File: src/rtl/ivclk_pkg.sv
package ivclk_pkg;
  typedef struct packed {
    logic       loadBuf;
    logic [1:0] byteSel;
    logic       tick;
    logic       countUp;
    logic       reload;
  } strobe_t;

  localparam int SLOT_CSR = 0;
  localparam int SLOT_BUF = 1;
  localparam int SLOT_CNT = 2;
endpackage

File: src/rtl/ivclk_dpath.sv
module ivclk_dpath
  import ivclk_pkg::*;
#(
  parameter int DATA_W = 16
) (
  input  logic              clk,
  input  logic              rstN,
  input  strobe_t           strb,
  input  logic [DATA_W-1:0] wrData,
  output logic [DATA_W-1:0] bufVal,
  output logic [DATA_W-1:0] cntVal,
  output logic              expire
);
  localparam int HALF = DATA_W / 2;
  localparam logic [DATA_W-1:0] ALL_ONES = '1;
  localparam logic [DATA_W-1:0] ONE = DATA_W'(1);

  logic [DATA_W-1:0] bufReg, cntReg, bufMerged, cntNext;

  always_comb begin
    bufMerged = bufReg;
    if (strb.byteSel[0]) bufMerged[HALF-1:0] = wrData[HALF-1:0];
    if (strb.byteSel[1]) bufMerged[DATA_W-1:HALF] = wrData[DATA_W-1:HALF];
  end

  assign expire = strb.tick && (strb.countUp ? (cntReg == ALL_ONES) : (cntReg == ONE));

  always_comb begin
    cntNext = cntReg;
    if (strb.loadBuf)
      cntNext = bufMerged;
    else if (strb.tick) begin
      if (expire && strb.reload) cntNext = bufReg;
      else if (strb.countUp)     cntNext = cntReg + ONE;
      else                       cntNext = cntReg - ONE;
    end
  end

  always_ff @(posedge clk) begin
    if (!rstN) begin
      bufReg <= '0;
      cntReg <= '0;
    end else begin
      if (strb.loadBuf) bufReg <= bufMerged;
      cntReg <= cntNext;
    end
  end

  assign bufVal = bufReg;
  assign cntVal = cntReg;

  AST_HOLD_IDLE: assert property (@(posedge clk) disable iff (!rstN)
    (!strb.tick && !strb.loadBuf) |=> $stable(cntReg));
  AST_RELOAD_ON_EXPIRY: assert property (@(posedge clk) disable iff (!rstN)
    (expire && strb.reload && !strb.loadBuf) |=> (cntReg == $past(bufReg)));
endmodule

File: src/rtl/ivclk_ctrl.sv
module ivclk_ctrl
  import ivclk_pkg::*;
#(
  parameter int DATA_W  = 16,
  parameter int N_RATES = 4,
  localparam int RATE_W = $clog2(N_RATES)
) (
  input  logic              clk,
  input  logic              rstN,
  input  logic [1:0]        regAddr,
  input  logic              regWr,
  input  logic              regRd,
  input  logic [1:0]        byteEn,
  input  logic [DATA_W-1:0] wrData,
  input  logic [N_RATES-1:0] tickEn,
  input  logic              expire,
  output strobe_t           strb,
  output logic [DATA_W-1:0] csrVal,
  output logic              irq
);
  localparam int B_GO   = 0;
  localparam int B_RATE = 1;
  localparam int B_MODE = B_RATE + RATE_W;
  localparam int B_UP   = B_MODE + 1;
  localparam int B_FIX  = B_UP + 1;
  localparam int B_IE   = B_FIX + 1;
  localparam int B_DONE = B_IE + 1;
  localparam int B_ERR  = DATA_W - 1;

  logic              go, mode, up, ie, done, err, irqReg;
  logic [RATE_W-1:0] rate;
  logic csrWr, csrWrLo, bufWr, csrRd, clrFlags;
  logic goEff, modeEff, upEff, ieEff, doneEff, fixTick, runTick;
  logic [RATE_W-1:0] rateEff;

  assign csrWr   = regWr && (regAddr == 2'(SLOT_CSR));
  assign csrWrLo = csrWr && byteEn[0];
  assign bufWr   = regWr && (regAddr == 2'(SLOT_BUF));
  assign csrRd   = regRd && !regWr && (regAddr == 2'(SLOT_CSR));
  assign clrFlags = csrRd || csrWr || bufWr;

  assign goEff   = csrWrLo ? wrData[B_GO] : go;
  assign modeEff = csrWrLo ? wrData[B_MODE] : mode;
  assign upEff   = csrWrLo ? wrData[B_UP] : up;
  assign ieEff   = csrWrLo ? wrData[B_IE] : ie;
  assign rateEff = csrWrLo ? wrData[B_RATE +: RATE_W] : rate;
  assign doneEff = clrFlags ? 1'b0 : done;

  assign fixTick = csrWrLo && wrData[B_FIX] && wrData[B_GO];
  assign runTick = go && tickEn[rate] && !csrWr && !bufWr;

  always_comb begin
    strb         = '0;
    strb.loadBuf = bufWr;
    strb.byteSel = byteEn;
    strb.tick    = fixTick || runTick;
    strb.countUp = upEff;
    strb.reload  = modeEff;
  end

  always_ff @(posedge clk) begin
    if (!rstN) begin
      go <= 1'b0; mode <= 1'b0; up <= 1'b0; ie <= 1'b0;
      rate <= '0; done <= 1'b0; err <= 1'b0; irqReg <= 1'b0;
    end else begin
      go   <= goEff;
      mode <= modeEff;
      up   <= upEff;
      ie   <= ieEff;
      rate <= rateEff;
      if (expire && !modeEff) go <= 1'b0;
      done   <= doneEff || (expire && !doneEff);
      err    <= (clrFlags ? 1'b0 : err) || (expire && doneEff);
      irqReg <= (clrFlags ? 1'b0 : irqReg) || (expire && ieEff);
    end
  end

  always_comb begin
    csrVal = '0;
    csrVal[B_GO] = go;
    csrVal[B_RATE +: RATE_W] = rate;
    csrVal[B_MODE] = mode;
    csrVal[B_UP] = up;
    csrVal[B_IE] = ie;
    csrVal[B_DONE] = done;
    csrVal[B_ERR] = err;
  end

  assign irq = irqReg;

  AST_READ_CLEARS: assert property (@(posedge clk) disable iff (!rstN)
    (csrRd && !expire) |=> (!done && !err && !irq));
  AST_OVERRUN_FLAG: assert property (@(posedge clk) disable iff (!rstN)
    (expire && done && !clrFlags) |=> err);
  AST_IRQ_NEEDS_IE: assert property (@(posedge clk) disable iff (!rstN)
    $rose(irq) |-> ie);
  AST_SINGLE_STOPS: assert property (@(posedge clk) disable iff (!rstN)
    (expire && !mode && !csrWr) |=> !go);
  AST_NO_TICK_ON_WRITE: assert property (@(posedge clk) disable iff (!rstN)
    (bufWr || (csrWr && !fixTick)) |-> !strb.tick);
endmodule

File: src/rtl/interval_clock.sv
module interval_clock
  import ivclk_pkg::*;
#(
  parameter int DATA_W  = 16,
  parameter int N_RATES = 4
) (
  input  logic              clk,
  input  logic              rstN,
  input  logic [1:0]        regAddr,
  input  logic              regWr,
  input  logic              regRd,
  input  logic [1:0]        byteEn,
  input  logic [DATA_W-1:0] wrData,
  output logic [DATA_W-1:0] rdData,
  input  logic [N_RATES-1:0] tickEn,
  output logic              irq
);
  strobe_t           strb;
  logic              expire;
  logic [DATA_W-1:0] csrVal, bufVal, cntVal;

  ivclk_ctrl #(.DATA_W(DATA_W), .N_RATES(N_RATES)) uCtrl (
    .clk(clk), .rstN(rstN), .regAddr(regAddr), .regWr(regWr), .regRd(regRd),
    .byteEn(byteEn), .wrData(wrData), .tickEn(tickEn), .expire(expire),
    .strb(strb), .csrVal(csrVal), .irq(irq)
  );

  ivclk_dpath #(.DATA_W(DATA_W)) uDpath (
    .clk(clk), .rstN(rstN), .strb(strb), .wrData(wrData),
    .bufVal(bufVal), .cntVal(cntVal), .expire(expire)
  );

  always_comb begin
    case (regAddr)
      2'(SLOT_CSR): rdData = csrVal;
      2'(SLOT_BUF): rdData = bufVal;
      2'(SLOT_CNT): rdData = cntVal;
      default:      rdData = '0;
    endcase
  end
endmodule

File: config.mk
export PLATFORM = sky130hd
export DESIGN_NAME = interval_clock
export DESIGN_NICKNAME = d
export VERILOG_FILES = /design/src/rtl/ivclk_pkg.sv /design/src/rtl/ivclk_dpath.sv /design/src/rtl/ivclk_ctrl.sv /design/src/rtl/interval_clock.sv
export SDC_FILE = /design/constraint.sdc
export NUM_CORES = 1
export LEC_CHECK = 0
export ABC_AREA = 1
export BUFFER_PORTS_ARGS = -buffer_cell sky130_fd_sc_hd__buf_2
export CAP_MARGIN = 5
export CORE_MARGIN = 3
export CORE_UTILIZATION = 46
export CTS_BUF_LIST = sky130_fd_sc_hd__clkbuf_4 sky130_fd_sc_hd__clkbuf_8 sky130_fd_sc_hd__clkbuf_16
export DETAILED_ROUTE_END_ITERATION = 12
export PLACE_DENSITY = 0.79
export SYNTH_ARGS = -nofsm -noshare
export SYNTH_HDL_FRONTEND = slang
export SYNTH_HIERARCHICAL = 1
export SYNTH_SLANG_ARGS = --single-unit
File: constraint.sdc
create_clock -name clk -period 2.01 [get_ports clk]
set_clock_uncertainty 0.1 [all_clocks]
set_input_delay 0.402 -clock clk [delete_from_list [all_inputs] [get_ports clk]]
set_output_delay 0.402 -clock clk [all_outputs]
set_load 0.05 [all_outputs]
==> results.md, run 1 <==
Run status:
- The run finished with clean final reports.

Global routing:
- Across every metal layer, demand over resource in global routing totals 23.1%.
- The maximum number of pins on one net before global-route repair is 31.
- The number of global-route vias before repair is 3573.
- The initial antenna violation count was 0.
- The overall overflow remaining after global route is 0.
- The first global-routing pass estimated 16300 um of wire.

Setup path:
- The kind of start point of the critical path is an input pin.
- STA puts the critical path data arrival time at 1400 ps.
- Across all register-to-register paths, the minimum setup slack is 130 ps.
- The endpoint class of the critical path is an output port.
- The endpoint required time on the critical path is 1510 ps.
- The critical path in this run is classified as in -> out.
- The source of the worst register-to-register timing path is uCtrl/rate[0]$_SDFFE_PN0P_.
- The peak fanout along the critical path is 12.
- The logic depth of the worst register-to-register path is 11.
- In this run the critical register-to-register path is captured at uDpath/cntVal[15]$_SDFFE_PN0P_.

Route:
- The DRC violation count after routing is 0.
- After detailed routing, the number of vias per cell comes to 5.25.
- The aggregate routed wire length is 9680 um.
- The total via count after detailed routing is 3841.
- The DRC marker count from the first detailed-route iteration is 327.
- The number of detailed-route iterations in the first pass is 5.
- The residual antenna-violating net count after detailed routing is 0.
- The post-detailed-route wirelength per cell is 13.2 um.

Timing:
- Timing would allow up to 527 MHz.
- Measured against its own limit, the worst slew margin works out to 58.6%.
- Setup repair after global routing left no endpoint under its margin.
- The final worst-path setup slack is 112 ps.
- The tightest hold margin is 288 ps.
- At the pin with the least slew margin, the transition time is 620 ps.
- Of the available clock period, the critical path in the final layout requires 94.4%.
- Setup violations remaining at the end of the flow were counted as 0.
- The worst path needs 1900 ps of the cycle, external delays included.
- The number of pins exceeding their max-slew limit in the final report was 0.
- The number of hold violations in the final report is 0.

Die:
- The floorplan step set the die width to 92.6 um.
- The core footprint is 7020 um^2.
- The site row count is 30.
- The floorplan step defined a die boundary enclosing 8570 um^2.
- The initial core utilization is 49.1%.
- The floorplan die height is 92.6 um.
- The boundary pin count is 45.

Yosys:
- Synthesis produced 583 cells.
- Summing the areas of all fa, ha and maj instances in the mapped netlist gives 1.09% of the synthesized area.
- The average size of a mapped cell is 5.91 um^2.
- In this run the biggest area consumer among cell types represents 23.8% of the synthesized area.
- The post-synthesis register bit count is 41.
- The distinct cell type count after synthesis is 37.
- The cell area that synthesis handed to floorplanning was 3450 um^2.
- The basic-gate share of the synthesized area counting and, or, nand and nor cells is 46.4%.
- The fraction of the yosys area taken by sequential cells is 23.8%.
- The fraction of synthesized cell area in xor and xnor cells is 2.54%.
- The area fraction in compound gates after synthesis is 11.3%.
- The count of yosys warnings during synthesis is 6.
- In the post-synthesis netlist, the biggest area contributors are sky130_fd_sc_hd__dfxtp_1 24%, sky130_fd_sc_hd__nand2_1 14%, sky130_fd_sc_hd__nor2_1 13%.
- The mux cell area share after synthesis is 0%.
- The main combinational cell family by area after synthesis is simple AND/OR/NAND/NOR gates.
- The largest total area in the synthesized netlist belongs to sky130_fd_sc_hd__dfxtp_1.

Placed design:
- The count of buffers added on input and output ports is 44.
- The congestion estimate from routability-driven global placement came to 0.973.
- Once detailed placement completed, the half-perimeter wirelength came to 7420 um.
- Prior to clock tree synthesis, the placed netlist has a worst setup slack of -142 ps.

Worst hold path:
- The number of cells on the worst hold path is 3.
- The endpoint with the worst hold slack is uCtrl/up$_SDFF_PN0_.
- The hold path startpoint is wrData[4].
- The worst hold path class is in -> reg.

Power:
- Of the total power, combinational logic draws 32.0%.
- The internal portion of the total power is 1.48 mW.
- The net switching fraction of the power is 35.4%.
- The total power per unit cell area is 577 nW/um^2.
- In this run, flip-flops and latches consume 39.4% of the power.
- VDD sags by at most 0.463 mV.
- The clock network is responsible for 28.6% of the overall power.
- For this design the static power due to leakage is 1.85 nW.
- For this design the total switching power over the nets is 0.811 mW.

Final layout:
- The layout overhead on the synthesized area is 15.2%.
- The final core utilization is 56.6%.
- 0 antenna diodes ended up in the layout.
- The number of nets in the finished design is 666.
- The share of final-layout standard cells stronger than drive strength 1 is 20.2%.

Clock network:
- The H-tree was split into 2 levels.
- Post-CTS timing repair inserted 0 buffers for setup.
- CTS placed an instance of sky130_fd_sc_hd__clkbuf_8 at the clock tree root.
- After clock tree synthesis, the flow added hold-fix buffers numbering 0.
- The clock passes through at most 2 buffers.
- The TritonCTS clock tree is yes.
- The insertion delay of the later-clocked pin in the worst-skew pair is 290 ps.
- After clock tree synthesis, the clock-pin slew on the worst setup and hold paths is 80 ps.
- The number of sinks driven by the clock tree is 41.
- The number of buffers inserted during clock tree synthesis is 5.

Flow run:
- Across the run, the number of max-cap violations was 0.
how the worst max path moves through the flow:
stage,start,to,slack [ps],depth (start not counted)
global placement,regAddr[1],uDpath/cntVal[10]$_SDFFE_PN0P_,-70,13
CTS,uCtrl/rate[0]$_SDFFE_PN0P_,uDpath/cntVal[6]$_SDFFE_PN0P_,30,12
floorplan,regAddr[1],uDpath/cntVal[10]$_SDFFE_PN0P_,20,13
detailed placement,regAddr[1],uDpath/cntVal[6]$_SDFFE_PN0P_,-140,12
global route,uDpath/cntVal[8]$_SDFFE_PN0P_,uDpath/cntVal[1]$_SDFFE_PN0P_,6,9
finish,regAddr[0],rdData[4],110,6
power by group through the flow:
stage,registers (mW),clock network [mW],logic (mW)
after floorplan,0.899,0,0.541
after global placement,0.919,0,0.701
after detailed placement,0.920,0,0.711
after CTS,0.901,0.663,0.717
after global routing,0.910,0.695,0.817
final,0.904,0.656,0.733
cells in the mapped netlist:
master and number:
sky130_fd_sc_hd__a21boi_4 1, sky130_fd_sc_hd__o21ai_2 1, sky130_fd_sc_hd__nor2_1 115, sky130_fd_sc_hd__and3_2 1, sky130_fd_sc_hd__nand2_1 127, sky130_fd_sc_hd__nand4_1 7
sky130_fd_sc_hd__xnor2_1 4, sky130_fd_sc_hd__a21oi_1 22, sky130_fd_sc_hd__nor2_8 1, sky130_fd_sc_hd__o21ai_1 2, sky130_fd_sc_hd__buf_6 6, sky130_fd_sc_hd__buf_1 1
sky130_fd_sc_hd__nor3_1 14, sky130_fd_sc_hd__xor2_1 6, sky130_fd_sc_hd__buf_4 22, sky130_fd_sc_hd__conb_1 1, sky130_fd_sc_hd__buf_2 4, sky130_fd_sc_hd__dlygate4sd1_1 1
sky130_fd_sc_hd__dfxtp_1 41, sky130_fd_sc_hd__inv_1 48, sky130_fd_sc_hd__clkinv_1 1, sky130_fd_sc_hd__a21oi_2 5, sky130_fd_sc_hd__o21ai_0 38, sky130_fd_sc_hd__nor2_2 7
sky130_fd_sc_hd__nand2_4 2, sky130_fd_sc_hd__nand3b_1 1, sky130_fd_sc_hd__clkbuf_2 1, sky130_fd_sc_hd__clkbuf_1 8, sky130_fd_sc_hd__clkbuf_4 2, sky130_fd_sc_hd__a21boi_0 1
sky130_fd_sc_hd__nand3_2 2, sky130_fd_sc_hd__ha_1 3, sky130_fd_sc_hd__nand3_1 76, sky130_fd_sc_hd__nand2_2 5, sky130_fd_sc_hd__nand4_4 1, sky130_fd_sc_hd__inv_2 3
sky130_fd_sc_hd__nor2_4 2
repair_timing:
action	4_1_cts	5_1_grt
endpoints found under the hold margin	0	0
setup endpoints to repair	0	19
resized for setup	0	17
metrics by stage:
step	instance area (um^2)	total power [mW]	TNS [ps]	std cells
2_1_floorplan	3470	1.44	0	590
3_3_place_gp	3840	1.62	-427	724
3_5_place_dp	3840	1.63	-1480	724
4_1_cts	3950	2.28	0	731
5_1_grt	3970	2.42	0	731
6_report	3970	2.29	0	731
cell type report:
type / instances / area, um^2
Sequential cell: 41 / 823
Clock inverter: 2 / 35.0
Inverter: 52 / 196
Clock buffer: 5 / 68.8
Multi-Input combinational cell: 452 / 2160
Timing Repair Buffer: 83 / 567
Tap cell: 96 / 120
Fill cell: 669 / 3050
sequential cells by signal (all words and copies together) (netlist names):
name,flops
uDpath/bufVal,16
uCtrl/rate,2
uCtrl/done,1
uCtrl/ie,1
uCtrl/err,1
uCtrl/up,1
uDpath/cntVal,16
uCtrl/go,1
uCtrl/irq,1
uCtrl/mode,1
logic make-up (layout without fill, tap and decap cells):
logic type,after synthesis,count (layout)
xor+xnor,10,10
simple gates,361,361
other cells,1,8
fa+ha+maj,3,3
compound gates,70,70
buf+inv,97,142
flops,41,41
cells in the final DEF, fill, tap and decap left out, drive strengths merged:
cell type  instances
a21boi             2
a21oi             27
and3               1
buf               83
bufinv             1
clkbuf             5
clkinv             3
conb               8
dfxtp             41
ha                 3
inv               50
nand2            134
nand3             78
nand3b             1
nand4              8
nor2             125
nor3              14
o21ai             41
xnor2              4
xor2               6
routing by layer:
| metal | global-route usage, % | wire length, um | up-vias |
|---|---|---|---|
| li1 | - | - | 1940 |
| met1 | 31.0 | 4470 | 1727 |
| met2 | 38.7 | 4370 | 159 |
| met3 | 2.76 | 659 | 15 |
| met4 | 6.81 | 175 | 0 |
| met5 | 0 | 0 | - |
worst max-delay path: stages:
cell and delay, ps:
sky130_fd_sc_hd__buf_2 110, sky130_fd_sc_hd__buf_4 190, sky130_fd_sc_hd__buf_4 230, sky130_fd_sc_hd__nand3_1 90, sky130_fd_sc_hd__nand3_1 100, sky130_fd_sc_hd__buf_2 270
Power figures use the tool's default switching activity.
==> run 2, diff against run 1 <==
- PLACE_DENSITY: 0.79 -> 0.8
- SYNTH_HIERARCHICAL: 1 -> not set
==> results.md, run 2 <==
Run status:
- The run finished with clean final reports.

Setup path:
- The critical path is of the reg -> reg type.
- The worst register-to-register path has a depth of 10.
- The startpoint of the most critical setup path is uDpath.cntVal[8]$_SDFFE_PN0P_.
- STA classifies the critical path startpoint as a flip-flop.
- For the worst setup path, the data required time is 2100 ps.
- In this run the worst path has a maximum fanout of 4.
- The end of the worst register-to-register path is uDpath.cntVal[5]$_SDFFE_PN0P_.
- The worst setup path is captured at a flip-flop.
- The slack of the worst reg-to-reg path is 40 ps.
- The data arrival time of the critical path is 2060 ps.
- The worst register-to-register path begins at uDpath.cntVal[8]$_SDFFE_PN0P_.

Worst hold path:
- The hold path startpoint is wrData[1].
- The path class of the tightest hold or removal check is in -> reg.
- The worst hold path terminates at uCtrl.rate[0]$_SDFFE_PN0P_.
- Along the worst hold path, the cell count comes to 3.

Final layout:
- The share of final-layout standard cells stronger than drive strength 1 is 22.9%.
- The layout overhead on the synthesized area is 27.1%.
- Summing all non-filler instances in the final layout gives an area of 4170 um^2.
- The repair_antennas step left the layout with diodes totalling 0.
- The filler cell count in the final layout is 625.
- Leaving out fill and tap cells, the most frequent cell in the layout is sky130_fd_sc_hd__nand2_1.
- The library cells used most frequently in the layout, excluding fill and tap cells, are 197 x sky130_fd_sc_hd__nand2_1, 64 x sky130_fd_sc_hd__nor2_1, 58 x sky130_fd_sc_hd__buf_4.
- The sequential cell area is 826 um^2.
- For this run, the post-layout net count is 689.
- Measured on the finished design, the core utilization comes to 60.7%.
- The multi-input combinational cells in the finished layout cover a total of 2170 um^2.
- The post-layout instance count excluding filler cells is 755.

Power:
- Power comes to 2.36 mW.
- The clock group share of total power is 29.2%.
- The analysis attributes to net switching a power of 0.846 mW.
- The combinational fraction of design power is 33.5%.
- In this run the power density over the cells is 567 nW/um^2.
- In this run the static leakage power is 1.99 nW.
- Net switching is 35.8% of the power.
- The worst voltage drop across the vdd grid is 0.378 mV.
- The share of total power dissipated in sequential elements is 37.2%.
- The internal portion of the total power is 1.52 mW.

Route:
- The routed layout has 4209 vias.
- The count of nets left with antenna violations once routing finished came out at 0.
- The number of detailed-route iterations in the first pass is 8.
- After detailed routing, the number of vias per cell comes to 5.57.
- For this run, design rule violations remaining after detail routing come to 0.
- After detailed routing, the average wire length per cell comes to 15.3 um.
- The DRC marker count from the first detailed-route iteration is 557.
- The routed design has 11500 um of wire.

Yosys:
- Ranked by total cell area, the synthesized netlist is headed by sky130_fd_sc_hd__dfxtp_1 25%, sky130_fd_sc_hd__nand2_1 23%, sky130_fd_sc_hd__nor2_1 7.9%.
- The fraction of synthesis flops using an asynchronous set or reset pin is 0%.
- The area fraction of the dominant cell type after synthesis is 25.0%.
- The average size of a mapped cell is 5.73 um^2.
- Sequential cells were found to cover 25.0% of the synthesized design area.
- In the synthesized netlist, the number of instances is 572.
- The number of enable-type register cells in the synthesized netlist is 0.
- The most common flop cell mapped by yosys is sky130_fd_sc_hd__dfxtp_1.
- Among all cell types in the netlist, the one instantiated most often is sky130_fd_sc_hd__nand2_1.
- The netlist uses 34 different library cells.
- The post-synthesis cell type with the largest combined area is sky130_fd_sc_hd__dfxtp_1.
- The count of yosys warnings during synthesis is 0.
- Counting instances in the post-synthesis netlist gives the leading cell types as 198 x sky130_fd_sc_hd__nand2_1, 69 x sky130_fd_sc_hd__nor2_1, 60 x sky130_fd_sc_hd__inv_1.
- The summed instance area of the synthesized netlist is 3280 um^2.
- Synthesis produced a netlist with a net count of 603.
- The synthesized design contains 41 register bits.

Placed design:
- The number of placed instances, taps included is 743.
- The worst slack at placement is -61.0 ps.
- The number of I/O port buffers is 44.
- Routability-driven placement finished with a final weighted congestion of 0.979.
- After detailed placement, the total cell area comes to 3950 um^2.
- Detailed placement ended at an HPWL of 8560 um.

Die:
- The area of the die is 8170 um^2.
- The die extent in x is 90.4 um.
- The boundary pin count is 45.
- The initial core utilization is 47.7%.
- The core footprint is 6870 um^2.
- The site row count is 30.
- The floorplan die height is 90.4 um.

Clock network:
- The clock slew at the register clock pins of the worst setup and hold paths is 90 ps.
- Buffers inserted to repair hold after CTS numbered 0.
- For the worst-skew pair, the clock arrives at the later sink with an insertion delay of 300 ps.
- The number of buffers inserted during clock tree synthesis is 5.
- The buffer type at the clock tree root is sky130_fd_sc_hd__clkbuf_8.
- The clock drives 41 sinks.
- The number of H-tree levels is 2.
- TritonCTS built the clock tree.
- Counting along the longest clock path gives a buffer depth of 2.

Global routing:
- The number of global-route vias before repair is 3838.
- After global routing the overflow that remains totals 0.
- The aggregate global-route resource usage is 26.8%.
- The global-route wire length before repair is 18100 um.
- The maximum number of pins on one net before global-route repair is 22.
- The initial antenna violation count is 0.

Timing:
- Static timing analysis puts the maximum clock frequency at 507 MHz.
- After layout, the minimum clock period comes to 1970 ps.
- The tightest hold margin is 320 ps.
- The transition time at the pin with the least slew margin is 333 ps.
- The number of pins exceeding their max-slew limit in the final report is 0.
- The number of hold violations in the final report is 0.
- The final clock period utilization by the worst path is 98.1%.
- Setup slack closes at 37.2 ps.
- Adding up every negative setup slack in the final design gives 0 ps.
- In this run the tightest slew margin relative to its limit is 77.7%.
- Setup violations remaining at the end of the flow were counted as 0.

Flow run:
- The number of max-cap violations is 0.
run 2: final cells by class:
class | instances | share of cell area (%)
Clock buffer | 5 | 1.65
Inverter | 64 | 5.83
Multi-Input combinational cell | 443 | 52.0
Clock inverter | 3 | 1.11
Timing Repair Buffer | 103 | 16.7
Sequential cell | 41 | 19.8
Tap cell | 96 | 2.88
run 2: timing repair:
| action | CTS | global route |
|---|---|---|
| buffers inserted | 2 | 1 |
| endpoints found under the setup margin | 2 | 19 |
| pin swaps | 1 | 7 |
| gates cloned | 0 | 1 |
| gates resized for setup | 2 | 21 |
run 2: cell families after synthesis:
group | count (synthesis) | synth area share [%]
mux | 3 | 1.03
flops | 41 | 25.0
fa+ha+maj | 3 | 1.15
simple gates | 336 | 43.6
xor+xnor | 8 | 2.14
buf+inv | 89 | 11.0
compound gates | 92 | 16.0
run 2: critical path, cell delays in order (launching register included):
cell	delay (ps)
sky130_fd_sc_hd__dfxtp_1	390
sky130_fd_sc_hd__nand2_1	100
sky130_fd_sc_hd__nor2_1	250
sky130_fd_sc_hd__nand2_1	160
sky130_fd_sc_hd__o21ai_4	220
sky130_fd_sc_hd__nand4_4	140
sky130_fd_sc_hd__buf_4	190
sky130_fd_sc_hd__nand3_1	70
sky130_fd_sc_hd__nand2_1	60
sky130_fd_sc_hd__nor2_1	130
sky130_fd_sc_hd__nor2_1	50
run 2: worst max-delay path by stage:
stage / end / slack (ps) / cells after the start
6_report: uDpath.cntVal[5]$_SDFFE_PN0P_ / 40 / 10
5_1_grt: uDpath.cntVal[5]$_SDFFE_PN0P_ / -80 / 10
4_1_cts: uDpath.cntVal[14]$_SDFFE_PN0P_ / 10 / 11
3_5_place_dp: rdData[3] / -60 / 6
3_3_place_gp: rdData[3] / -40 / 6
2_1_floorplan: rdData[0] / -180 / 4
run 2: layer usage:
| layer | up-vias | wire [um] | track usage, % |
|---|---|---|---|
| met1 | 1854 | 4740 | 34.0 |
| met3 | 61 | 1210 | 4.83 |
| met5 | - | 0 | 0 |
| met4 | 0 | 439 | 10.3 |
| met2 | 290 | 5140 | 45.2 |
| li1 | 2004 | - | - |
run 2: power by group through the flow:
| stage | registers (mW) | clock network (mW) | logic [mW] |
|---|---|---|---|
| final | 0.879 | 0.690 | 0.792 |
| after global routing | 0.883 | 0.718 | 0.877 |
| after CTS | 0.876 | 0.698 | 0.754 |
| after detailed placement | 0.895 | 0 | 0.746 |
| after global placement | 0.894 | 0 | 0.736 |
| after floorplan | 0.886 | 0 | 0.502 |
